`src/rtl/chan_len_pkg.sv`:
```
// Package: shared widths and the note-duration lookup.
// Assumes the table values fit in an 8-bit count.
package chan_len_pkg;
    localparam int CNT_W   = 8;
    localparam int IDX_W   = 5;
    localparam int PHI_W   = 3;
    localparam int HOLD_BIT = 5;

    typedef logic [CNT_W-1:0] cnt_t;
    typedef logic [IDX_W-1:0] idx_t;

    // Map a 5-bit duration index to its count value.
    function automatic cnt_t dur_lookup(input idx_t i);
        cnt_t v;
        case (i)
            5'd0:  v = 8'd10;   5'd1:  v = 8'd254;
            5'd2:  v = 8'd20;   5'd3:  v = 8'd2;
            5'd4:  v = 8'd40;   5'd5:  v = 8'd4;
            5'd6:  v = 8'd80;   5'd7:  v = 8'd6;
            5'd8:  v = 8'd160;  5'd9:  v = 8'd8;
            5'd10: v = 8'd60;   5'd11: v = 8'd10;
            5'd12: v = 8'd14;   5'd13: v = 8'd12;
            5'd14: v = 8'd26;   5'd15: v = 8'd14;
            5'd16: v = 8'd12;   5'd17: v = 8'd16;
            5'd18: v = 8'd24;   5'd19: v = 8'd18;
            5'd20: v = 8'd48;   5'd21: v = 8'd20;
            5'd22: v = 8'd96;   5'd23: v = 8'd22;
            5'd24: v = 8'd192;  5'd25: v = 8'd24;
            5'd26: v = 8'd72;   5'd27: v = 8'd26;
            5'd28: v = 8'd16;   5'd29: v = 8'd28;
            5'd30: v = 8'd32;   default: v = 8'd30;
        endcase
        return v;
    endfunction
endpackage

```
`src/rtl/chan_len_decode.sv`:
```
// Module: chan_len_decode
// Splits a length byte into its duration load value and period-high field.
// Purely combinational. Assumes the byte layout [7:3] index, [2:0] period high.
module chan_len_decode
    import chan_len_pkg::*;
(
    input  logic [7:0]       len_data,
    output cnt_t             load_val,
    output logic [PHI_W-1:0] per_hi
);
    idx_t idx;

    // Field split and table lookup.
    always_comb begin
        idx      = len_data[7:PHI_W];
        load_val = dur_lookup(idx);
        per_hi   = len_data[PHI_W-1:0];
    end
endmodule

```
`src/rtl/chan_len_regs.sv`:
```
// Module: chan_len_regs
// Holds the hold flag, the channel enable and the period-high field.
// Assumes one-cycle write strobes; synchronous active-low reset.
module chan_len_regs
    import chan_len_pkg::*;
(
    input  logic             clk,
    input  logic             rst_n,
    input  logic             ctrl_we,
    input  logic [7:0]       ctrl_data,
    input  logic             len_we,
    input  logic [PHI_W-1:0] per_hi_in,
    input  logic             en_we,
    input  logic             en_bit,
    output logic             hold_q,
    output logic             enable_q,
    output logic [PHI_W-1:0] per_hi_q
);
    // Capture the hold flag from control writes.
    always_ff @(posedge clk) begin
        if (!rst_n)       hold_q <= 1'b0;
        else if (ctrl_we) hold_q <= ctrl_data[HOLD_BIT];
    end

    // Capture the channel enable.
    always_ff @(posedge clk) begin
        if (!rst_n)     enable_q <= 1'b0;
        else if (en_we) enable_q <= en_bit;
    end

    // Capture the period-high field on every length write.
    always_ff @(posedge clk) begin
        if (!rst_n)      per_hi_q <= '0;
        else if (len_we) per_hi_q <= per_hi_in;
    end
endmodule

```
`src/rtl/chan_len_count.sv`:
```
// Module: chan_len_count
// The duration down-counter with its priority order: clear, then load, then decrement.
// Assumes the load value is never zero, so a load always produces a start pulse.
module chan_len_count
    import chan_len_pkg::*;
(
    input  logic clk,
    input  logic rst_n,
    input  logic clr,
    input  logic load,
    input  cnt_t load_val,
    input  logic half_tick,
    input  logic hold,
    output cnt_t cnt_q,
    output logic start_q
);
    logic dec_ok;

    // Decide whether a half-frame strobe may step the count.
    always_comb dec_ok = half_tick && !hold && (cnt_q != '0);

    // Update the count.
    always_ff @(posedge clk) begin
        if (!rst_n)      cnt_q <= '0;
        else if (clr)    cnt_q <= '0;
        else if (load)   cnt_q <= load_val;
        else if (dec_ok) cnt_q <= cnt_q - cnt_t'(1);
    end

    // Raise the start pulse alongside a load.
    always_ff @(posedge clk) begin
        if (!rst_n) start_q <= 1'b0;
        else        start_q <= load && !clr;
    end
endmodule

```
`src/rtl/chan_len_counter.sv`:
```
// Module: chan_len_counter (top)
// Per-channel note-duration counter. It loads from the duration table on an enabled
// length write, steps down on half-frame strobes unless held, and is forced to zero
// when the channel is disabled. Assumes single-cycle strobes from the register bus.
module chan_len_counter
    import chan_len_pkg::*;
(
    input  logic             clk,
    input  logic             rst_n,
    input  logic             ctrl_we,
    input  logic [7:0]       ctrl_data,
    input  logic             len_we,
    input  logic [7:0]       len_data,
    input  logic             en_we,
    input  logic             en_bit,
    input  logic             half_tick,
    output logic [CNT_W-1:0] count,
    output logic             silent,
    output logic             env_start,
    output logic [PHI_W-1:0] period_hi
);
    cnt_t             load_val;
    logic [PHI_W-1:0] per_hi_dec;
    logic             hold_q;
    logic             enable_q;
    logic             clr;
    logic             load;
    cnt_t             cnt_q;

    chan_len_decode dec_i (
        .len_data (len_data),
        .load_val (load_val),
        .per_hi   (per_hi_dec)
    );

    chan_len_regs regs_i (
        .clk       (clk),
        .rst_n     (rst_n),
        .ctrl_we   (ctrl_we),
        .ctrl_data (ctrl_data),
        .len_we    (len_we),
        .per_hi_in (per_hi_dec),
        .en_we     (en_we),
        .en_bit    (en_bit),
        .hold_q    (hold_q),
        .enable_q  (enable_q),
        .per_hi_q  (period_hi)
    );

    // Form the clear and load requests from the strobes and the stored enable.
    always_comb begin
        clr  = en_we && !en_bit;
        load = len_we && enable_q;
    end

    chan_len_count cnt_i (
        .clk       (clk),
        .rst_n     (rst_n),
        .clr       (clr),
        .load      (load),
        .load_val  (load_val),
        .half_tick (half_tick),
        .hold      (hold_q),
        .cnt_q     (cnt_q),
        .start_q   (env_start)
    );

    // Drive the count and the silence flag.
    always_comb begin
        count  = cnt_q;
        silent = (cnt_q == '0);
    end
endmodule

```
`config.mk`:
```
export PLATFORM = sky130hd
export DESIGN_NAME = chan_len_counter
export DESIGN_NICKNAME = d
export VERILOG_FILES = /design/src/rtl/chan_len_pkg.sv /design/src/rtl/chan_len_decode.sv /design/src/rtl/chan_len_regs.sv /design/src/rtl/chan_len_count.sv /design/src/rtl/chan_len_counter.sv
export SDC_FILE = /design/constraint.sdc
export NUM_CORES = 1
export LEC_CHECK = 0
export BUFFER_PORTS_ARGS = -buffer_cell sky130_fd_sc_hd__buf_2
export CORE_ASPECT_RATIO = 0.6
export CORE_MARGIN = 2
export CORE_UTILIZATION = 49
export DETAILED_ROUTE_END_ITERATION = 10
export PLACE_DENSITY_LB_ADDON = 0.25
export SETUP_SLACK_MARGIN = 0.3
export SYNTH_ARGS = -nofsm -noshare
export SYNTH_HDL_FRONTEND = slang
export SYNTH_SLANG_ARGS = --single-unit
```
`constraint.sdc`:
```
create_clock -name clk -period 1.75 [get_ports clk]
set_clock_uncertainty 0.05 [all_clocks]
set_input_delay 0.35 -clock clk [delete_from_list [all_inputs] [get_ports clk]]
set_output_delay 0.35 -clock clk [all_outputs]
set_load 0.02 [all_outputs]
```
; Yosys cells after proc, flatten, opt, wreduce, memory -nomap -nowiden
; Memory sizes are Yosys's and may differ from the RTL's.
; Cells that the tools add are included.
; Widths: inputs -> output; s select.
[totals]
in_bits = 23
n_memories = 1
reg_bits = 14
elab_cells = 22
out_inout_bits = 13
romBits = 224
[classes]
n_mux = 2
add_sub_neg = 1
n_bitwise = 1
reduce_logical = 12
[memory_table]
columns = memory, depth, width, rd, rd_clocked_by_memory_dff, wr, line_no
row1 = (no name shown), 32, 7, 1, 0, 0, chan_len_pkg.sv:15  ; case (i)
[op_table]
columns = op, n
row1 = $mux 8, 2
row2 = $logic_not 8->1, 1
row3 = $reduce_bool 8->1, 1
row4 = $sub 8x1->8 const B, 1
row5 = $logic_and 1x1->1, 5
row6 = $logic_not 1->1, 3
row7 = $reduce_bool 2->1, 1
row8 = $reduce_or 2->1, 1
row9 = $not 1->1, 1

; Depth between registers and ports, before layout
; Gate-level depths: netlist (run 1).
[logic_depth]
ltp_word = 5
ltp_mapped = 6
ltp_nobuf = 6

; Hierarchy
; Synthesis (run 1) repeated with hierarchy kept, for this count alone.
[unflattened]
cells_unflattened = 143
hier_area_um2 = 1179.9
[by_module_without_submodules]
columns = module, n_inst, cells_each, seq_area_each_um2, area_each_um2
row1 = chan_len_count, 1, 66, 180.2, 555.5
row2 = chan_len_decode, 1, 57, 0.0, 411.6
row3 = chan_len_regs, 1, 15, 100.1, 181.4
row4 = chan_len_counter, 1, 5, 0.0, 31.3

; Worst setup path before layout (run 1)
; Ideal clock, no wire load.
[synth_path]
path_type = register to register
startpoint = register cnt_i.cnt_q[0]
endpoint = register cnt_i.cnt_q[1]
path_buffers = 0
arrival_ns = 1.615
setup_slack_ns = 0.017
path_stages_with_launch = 7
setup_ns = 0.069
required_time_ns = 1.631
synth_period_minus_slack_ns = 1.733
path_cell_list = dfxtp_1 > inv_1 > ha_1 > nor4b_4 > a21oi_1 > mux2_1 > o21ai_1
[synth_between]
elab_chain_len = 3
elab_cells_between_ends = 6
cone_classes = 1 x add/sub / 2 x mux / 3 x reduce/logical
[synth_rtl]
columns = element, line_no
row1 = "start, declared", chan_len_count.sv:14  ; output cnt_t cnt_q,
row2 = "start signal, assigned", chan_len_count.sv:26  ; else if (load) cnt_q <= load_val;
row3 = "start signal, assigned", chan_len_count.sv:27  ; else if (dec_ok) cnt_q <= cnt_q - cnt_t'(1);
row4 = $sub 8x1->8 / $reduce_bool 8->1 (equally long branches), "chan_len_count.sv:27, chan_len_count.sv:20"
row5 = $mux 8 / $logic_and 1x1->1 (equally long branches), "chan_len_count.sv:27, chan_len_count.sv:20"
row6 = $mux 8 / $reduce_bool 2->1 (equally long branches), n/a
; Parallel ways exist; a longest one is shown, timed or not. The select of a mux whose other input is x is not followed.
; A chain may end at the register's enable or synchronous reset.

; Worst setup path after layout (run 1)
[layout_path]
startpoint = register cnt_i.cnt_q[1]
endpoint = output port silent
[layout_between]
elab_chain_len = 1
[layout_rtl]
columns = element, line_no
row1 = $logic_not 8->1, chan_len_counter.sv:71  ; silent = (cnt_q == '0);
row2 = "end, declared", chan_len_counter.sv:18  ; output logic silent,
; No other way between the ends.

==> results of run 1 <==
## final cells by class
class / count / area, µm² / area share, %
clock buffers: 3 / 22.5 / 1.60
well taps: 30 / 37.5 / 2.66
clock inverters: 1 / 3.75 / 0.266
multi-input cells: 100 / 812 / 57.6
repair buffers: 37 / 214 / 15.2
inverters: 7 / 28.8 / 2.04
flip-flops and latches: 14 / 292 / 20.7
## flip-flops by register name, indices dropped and copies added, names as in the netlist
| signal | count |
|---|---|
| cnt_i.cnt_q | 8 |
| regs_i.per_hi_q | 3 |
| cnt_i.start_q | 1 |
| regs_i.enable_q | 1 |
| regs_i.hold_q | 1 |
## power groups by stage
stage                     Clock [W]  Sequential, W  Combinational (W)
final                      0.000197       0.000438           0.000818
after global routing       0.000214       0.000443           0.000868
after CTS                  0.000207       0.000431           0.000718
after detailed placement          0       0.000440           0.000621
after global placement            0       0.000435           0.000607
after floorplan                   0       0.000480           0.000426
## cell families (layout without fill, tap and decap cells)
group,Yosys count,count (layout)
adder cells (fa/ha/maj),7,7
multiplexers,11,11
buffers and inverters,14,48
AND/OR/NAND/NOR,46,46
AO/OA/AOI/OAI,31,31
XOR/XNOR,5,5
flip-flops,14,14
## metrics by stage
| stage | cell area [µm²] | cells | setup WS, ps | hold slack, ps | setup TNS (ps) |
|---|---|---|---|---|---|
| finish | 1410 | 192 | 21.5 | 233 | 0 |
| floorplan | 1120 | 128 | 219 | 401 | 0 |
| CTS | 1360 | 190 | -6.78 | 221 | -6.78 |
| global placement | 1290 | 182 | 97.8 | 413 | 0 |
| detailed placement | 1290 | 182 | 12.4 | 429 | 0 |
| global route | 1410 | 192 | -44.1 | 263 | -61.7 |
## timing repair
action                     in CTS  in global routing
resized for setup               4                  8
setup buffers                   4                  2
cloned                          0                  0
setup endpoints to repair       9                 10
pin swaps                       3                  3
## worst max-delay path, delay by kind of cell, from the launching register on
kind                       cells  cell delay [ps]
and+or+nand+nor                2              400
adders and majority gates      1              130
buffers and inverters          2              160
DFF                            1              360
## routing by layer
metal | vias up | routed length [µm]
met4 | 0 | 42
met3 | 4 | 232
met2 | 65 | 1360
met5 | - | 0
li1 | 531 | -
met1 | 497 | 1220
## cells in the final DEF (no fill, tap or decap), types with 2 or more instances in the layout
master,instances
buf_2,27
mux2i_1,10
nor2_1,10
dfxtp_1,9
buf_4,9
nand2_1,7
a21oi_1,7
ha_1,6
inv_1,5
nand2b_1,5
xnor2_1,5
nor2b_1,4
a211oi_1,4
a211oi_2,4
o21ai_0,3
nand3b_1,3
or3b_1,3
clkbuf_4,3
dfxtp_2,3
nor4b_4,2
o311ai_0,2
o2111ai_1,2
o21ai_1,2
dfxtp_4,2
## worst max path at each step
stage	start	to	slack (ps)	cells past startpoint
3_5_place_dp	len_data[4]	cnt_i.cnt_q[6]	10	7
3_3_place_gp	len_data[3]	cnt_i.cnt_q[3]	100	7
6_report	cnt_i.cnt_q[1]	silent	20	5
4_1_cts	cnt_i.cnt_q[0]	silent	-7	5
5_1_grt	cnt_i.cnt_q[1]	silent	-40	5
2_1_floorplan	cnt_i.cnt_q[1]	cnt_i.cnt_q[6]	220	6
==> results.py, run 1 <==
metrics = {
    "power": {
        "peakVddDrop_v": 0.000403,
        "swShare_pct": 40.7,
        "finalPower_w": 0.00145,
        "p_switching_w": 0.000591,
        "power.leakage_nw": 0.626,
        "p_comb_share_pct": 56.3,
        "p_seq_share_pct": 30.2,
        "intPower_w": 0.000861,
        "p_clk_share_pct": 13.5,
        "p_per_area_nw_per_um2": 1030,
    },
    "cts": {
        "tritoncts": "done",
        "cts_max_level": 1,
        "root_buffer": "clkbuf_4",
        "cts_buffers": 3,
        "clock-sinks": 14,
        "clk-insertion-delay-late_ps": 290,
        "cts.clk_slew.worst_paths_ps": 80,
        "hold_buffers": 0,
        "cts_buffer_depth": 2,
    },
    "logic_synthesis": {
        "netlist_top_cells_area": "dfxtp_1, mux2i_1, ha_1, a211oi_1, xnor2_1",
        "async_flop_share_pct": 0,
        "synth_top_area_share_pct": 26.0,
        "yosys.area_share.adder_pct": 8.14,
        "synth.avg_cell_area_um2": 8.41,
        "yosysMostFrequentCell": "dfxtp_1",
        "synth_area_leader_cell": "dfxtp_1",
        "synth_warnings": 0,
        "yosysSeqAreaShare_pct": 26.0,
        "synth_cells": 128,
        "synth_xor_area_share_pct": 4.07,
        "synthMuxAreaShare_pct": 10.3,
        "synth_nets": 158,
        "synth-edff-count": 0,
        "ys_types": 39,
        "synth_top_family_by_area": "simple AND/OR/NAND/NOR gates",
        "synth_common_cells": "dfxtp_1, nor2_1, mux2i_1",
        "synthFlopType": "dfxtp_1",
        "synth-compound-area-share_pct": 19.8,
        "ys_ff_latch": 14,
        "syn-cell-area_um2": 1080,
        "synth-simple-area-share_pct": 26.7,
    },
    "run": {
        "maxCapViolations": 0,
    },
    "grt": {
        "busiest_layer": "met2",
        "grt.met3_usage_pct": 6.18,
        "grt_pass1_wl_mm": 4.40,
        "grt.met1_usage_pct": 29.5,
        "grt_max_degree": 19,
        "grt_pass1_vias": 952,
        "antenna_found_initial": 0,
        "track_usage_pct": 23.4,
        "grtUsageMet2_pct": 39.6,
        "grt_overflow_total": 0,
    },
    "layout": {
        "fin_nets": 193,
        "area_growth_pct": 31.0,
        "fin_util_pct": 66.7,
        "diodes": 0,
        "nFillCells": 166,
        "layout-drive-gt1-share_pct": 37.7,
    },
    "sta": {
        "hold_viol": 0,
        "maxSlewViolCount": 0,
        "worst_pin_slew_ps": 485,
        "fmax_ghz": 0.579,
        "post-route-period-util_pct": 98.8,
        "rsz0062_at_grt": "true",
        "setup_viol": 0,
        "relSlewSlack_pct": 67.6,
        "final.min_clock_period_ps": 1730,
    },
    "floorplan": {
        "initial_core_util_pct": 50.9,
        "core_um2": 2110,
        "die_width_um": 64.5,
        "die_area_um2": 2600,
        "pin_count": 36,
        "num_rows": 13,
        "die_y_um": 40.3,
    },
    "detailed_routing": {
        "viasPerCell": 5.71,
        "drtIter0Drc": 83,
        "wl_mm": 2.85,
        "route.vias.total": 1097,
        "first_pass_iters": 4,
        "wl_per_cell_um": 14.8,
        "postRouteAntennaNets": 0,
        "drc": 0,
    },
    "critical_path": {
        "slowest_delay_ps": 360,
        "cp_slowest_cell": "dfxtp_4",
        "r2r_slack_ps": 40,
        "critical_path_class": "reg2out",
        "r2r_cells": 5,
        "reg2reg_to": "cnt_i.cnt_q[7]",
        "cp-end-kind": "output port",
        "start_kind": "flip-flop",
        "arrival_ps": 1330,
        "worstPathRequired_ps": 1350,
        "path_cells": "inv_4 -> ha_4 -> nor4b_4 -> and2_4 -> buf_6",
        "crit_path_max_fanout": 2,
        "r2r_start": "cnt_i.cnt_q[0]",
    },
    "worst_hold_path": {
        "min_path_type": "in2reg",
        "whs_endpoint": "regs_i.enable_q",
        "holdPathStages": 3,
        "hold_start": "en_we",
    },
    "place": {
        "gp_congestion": 0.845,
        "place.port_buffers": 28,
        "hpwl_mm": 2.00,
    },
    "status": {
        "status": "finished, final reports clean",
    },
}
Power figures use the tool's default switching activity.
==> run 2: changes to the inputs <==
--- a/config.mk
+++ b/config.mk
@@ -5,10 +5,11 @@
 export SDC_FILE = /design/constraint.sdc
 export NUM_CORES = 1
 export LEC_CHECK = 0
+export ABC_AREA = 1
 export BUFFER_PORTS_ARGS = -buffer_cell sky130_fd_sc_hd__buf_2
 export CORE_ASPECT_RATIO = 0.6
 export CORE_MARGIN = 2
-export CORE_UTILIZATION = 49
+export CORE_UTILIZATION = 50
 export DETAILED_ROUTE_END_ITERATION = 10
 export PLACE_DENSITY_LB_ADDON = 0.25
 export SETUP_SLACK_MARGIN = 0.3
==> run 2 against run 1 <==
First-iteration DRC count increased by 35%. Area after synthesis increased by 5.8%. Hold slack improved by 34 ps. Sequential power decreased by 4%. Die area increased by 3.4%. Count of clock-buffer cells in the layout increased by 1. Core utilization increased by 3.6 points. Final cell count increased by 37%. Critical path depth unchanged. Global-route usage increased by 3.9 points. Synthesized cell count increased by 49%. Critical path type unchanged. Critical endpoint unchanged.
==> results.py, run 2 <==
metrics = {
    "status": {
        "status": "finished, final reports clean",
    },
    "critical_path": {
        "reg2reg_to": "cnt_i.cnt_q[2]",
        "r2r_cells": 8,
        "path_cells": "inv_2 -> ha_4 -> nand2_4 -> nor2_4 -> buf_6",
        "critical_path.startpoint": "cnt_i.cnt_q[1]",
        "start_kind": "flip-flop",
        "r2r_slack_ps": 250,
        "critical_path_class": "reg2out",
        "crit_path_max_fanout": 3,
        "cp_slowest_cell": "dfxtp_2",
        "crit_end": "silent",
        "arrival_ps": 1120,
        "cp-end-kind": "output port",
        "worstPathRequired_ps": 1350,
        "r2r_start": "cnt_i.cnt_q[1]",
        "slowest_delay_ps": 330,
    },
    "worst_hold_path": {
        "min_path_type": "in2reg",
    },
    "logic_synthesis": {
        "yosysMostFrequentCell": "nand2_1",
        "ys_types": 21,
        "synth_cells": 191,
        "synth-edff-count": 0,
        "yosysSeqAreaShare_pct": 24.6,
        "syn-cell-area_um2": 1140,
        "synthFlopType": "dfxtp_1",
        "synth_warnings": 0,
        "synth_nets": 221,
        "synth_top_area_share_pct": 24.6,
        "synth_common_cells": "nand2_1, nor2_1, inv_1",
        "synth.avg_cell_area_um2": 5.96,
        "async_flop_share_pct": 0,
        "netlist_top_cells_area": "dfxtp_1, nand2_1, nor2_1, nand3_1, ha_1",
        "synth_area_leader_cell": "dfxtp_1",
        "ys_ff_latch": 14,
    },
    "sta": {
        "relSlewSlack_pct": 70.0,
        "fin_tns_setup_ps": 0,
        "final.min_clock_period_ps": 1520,
        "maxSlewViolCount": 0,
        "rsz0062_at_grt": "true",
        "setup_viol": 0,
        "hold_viol": 0,
        "post-route-period-util_pct": 87.1,
        "fmax_ghz": 0.656,
        "worst_pin_slew_ps": 447,
    },
    "detailed_routing": {
        "drtIter0Drc": 112,
        "drc": 0,
        "wl_per_cell_um": 13.0,
        "wl_mm": 3.41,
        "route.vias.total": 1398,
        "first_pass_iters": 4,
        "postRouteAntennaNets": 0,
        "viasPerCell": 5.32,
    },
    "power": {
        "p_clk_share_pct": 21.5,
        "peakVddDrop_v": 0.000491,
        "p_seq_share_pct": 26.8,
        "intPower_w": 0.000907,
        "swShare_pct": 42.0,
        "p_comb_share_pct": 51.7,
        "power.leakage_nw": 0.817,
        "p_per_area_nw_per_um2": 1030,
        "p_switching_w": 0.000657,
    },
    "layout": {
        "largest_register": "cnt_i.cnt_q",
        "multiInputGateArea_um2": 793,
        "seqCellArea_um2": 292,
        "layout_commonest_cell": "nand2_1",
        "mostFrequentLayoutCells": "nand2_1, nor2_1, buf_2",
        "fin_nets": 264,
        "finalNonFillerCells": 263,
        "area_growth_pct": 33.6,
        "diodes": 0,
        "top_regs": "cnt_i.cnt_q: 8 flops, regs_i.per_hi_q: 3 flops",
        "largest_reg_flops": 8,
        "nFillCells": 180,
        "layout-drive-gt1-share_pct": 32.6,
    },
    "cts": {
        "tritoncts": "done",
        "hold_buffers": 0,
        "root_buffer": "clkbuf_8",
        "cts_buffers": 3,
        "clock-sinks": 14,
        "cts_max_level": 1,
        "cts.clk_slew.worst_paths_ps": 70,
        "cts_buffer_depth": 2,
        "clk-insertion-delay-late_ps": 250,
    },
    "grt": {
        "grt_max_degree": 12,
        "track_usage_pct": 27.3,
        "grt_pass1_wl_mm": 5.12,
        "grt_pass1_vias": 1149,
        "antenna_found_initial": 0,
        "grt_overflow_total": 0,
    },
    "floorplan": {
        "die_area_um2": 2690,
        "core_um2": 2160,
        "initial_core_util_pct": 52.6,
        "die_y_um": 41.0,
        "num_rows": 13,
        "pin_count": 36,
        "die_width_um": 65.6,
    },
    "place": {
        "hpwl_mm": 2.29,
        "dp_cells": 247,
        "gp_congestion": 0.936,
        "place.port_buffers": 28,
    },
    "run": {
        "maxCapViolations": 0,
    },
}
==> run 2: cell types whose count changed in the layout (fill, tap and decap cells not counted), moves of 4 or more <==
cell	delta
nand3_1	+20
a211oi_2	-4
clkbuf_8	+4
nor2b_1	-4
a211oi_1	-4
inv_2	+4
nor2_1	+19
mux2i_1	-10
nand2_1	+44
o21ai_0	+4
xnor2_1	-5
nand2b_1	-5
inv_1	+14
==> run 2: power by group through the flow <==
| stage | clock network, W | logic, W | registers, W |
|---|---|---|---|
| final | 0.000336 | 0.000809 | 0.000420 |
| after global placement | 0 | 0.000583 | 0.000405 |
| after detailed placement | 0 | 0.000598 | 0.000409 |
| after floorplan | 0 | 0.000411 | 0.000447 |
| after global routing | 0.000345 | 0.000882 | 0.000426 |
| after CTS | 0.000333 | 0.000738 | 0.000411 |
==> run 2: cell families after synthesis <==
| kind of cell | count (synthesis) | share of synthesized area, % |
|---|---|---|
| and+or+nand+nor | 115 | 43.2 |
| buffers and inverters | 28 | 10.5 |
| AOI/OAI and AO/OA | 27 | 14.0 |
| DFF | 14 | 24.6 |
| adders and majority gates | 7 | 7.69 |
==> run 2: final cells by class <==
cell class                      instances  area share [%]
Clock buffer                            4            3.62
Inverter                               25            6.33
Multi-Input combinational cell        149            52.1
Sequential cell                        14            19.2
Tap cell                               30            2.47
Timing Repair Buffer                   41            16.3
==> run 2: worst min-delay path by stage <==
stage	from	to	slack (ps)	depth (start not counted)
floorplan	ctrl_we	regs_i.hold_q	390	1
global placement	regs_i.per_hi_q[0]	regs_i.per_hi_q[0]	420	2
detailed placement	cnt_i.cnt_q[1]	cnt_i.cnt_q[1]	450	2
CTS	ctrl_we	regs_i.hold_q	250	2
global route	ctrl_we	regs_i.hold_q	260	2
finish	ctrl_we	regs_i.hold_q	270	2
==> run 2: critical path: cells and delay by family (launching register included) <==
family | cells | cell delay [ps]
adder cells (fa/ha/maj) | 1 | 160
buffers and inverters | 2 | 200
flip-flops | 1 | 330
AND/OR/NAND/NOR | 2 | 180
==> run 2: metrics by stage <==
step           setup slack (ps)  area, µm²  total power (W)  util [%]  hold WS [ps]
3_3_place_gp                177       1310         0.000989      60.4           419
4_1_cts                     271       1480          0.00148      68.2           253
6_report                    226       1520          0.00156      70.3           267
2_1_floorplan               328       1150         0.000858         -           393
3_5_place_dp                132       1310          0.00101      60.4           449
5_1_grt                     144       1520          0.00165      70.3           264
==> run 2: routing by layer <==
metal	GRT usage, %	vias to the layer above	wire (µm)
met5	0	-	0
met4	18.2	0	142
met3	6.32	17	294
met2	41.6	75	1480
met1	35.5	612	1490
li1	-	694	-
==> run 2: what timing repair did <==
| action | in CTS | in global routing |
|---|---|---|
| setup endpoints to repair | 9 | 8 |
| endpoints found under the hold margin | 0 | 0 |
| pin swaps | 8 | 4 |
| resized for setup | 13 | 11 |
| setup buffers | 10 | 2 |
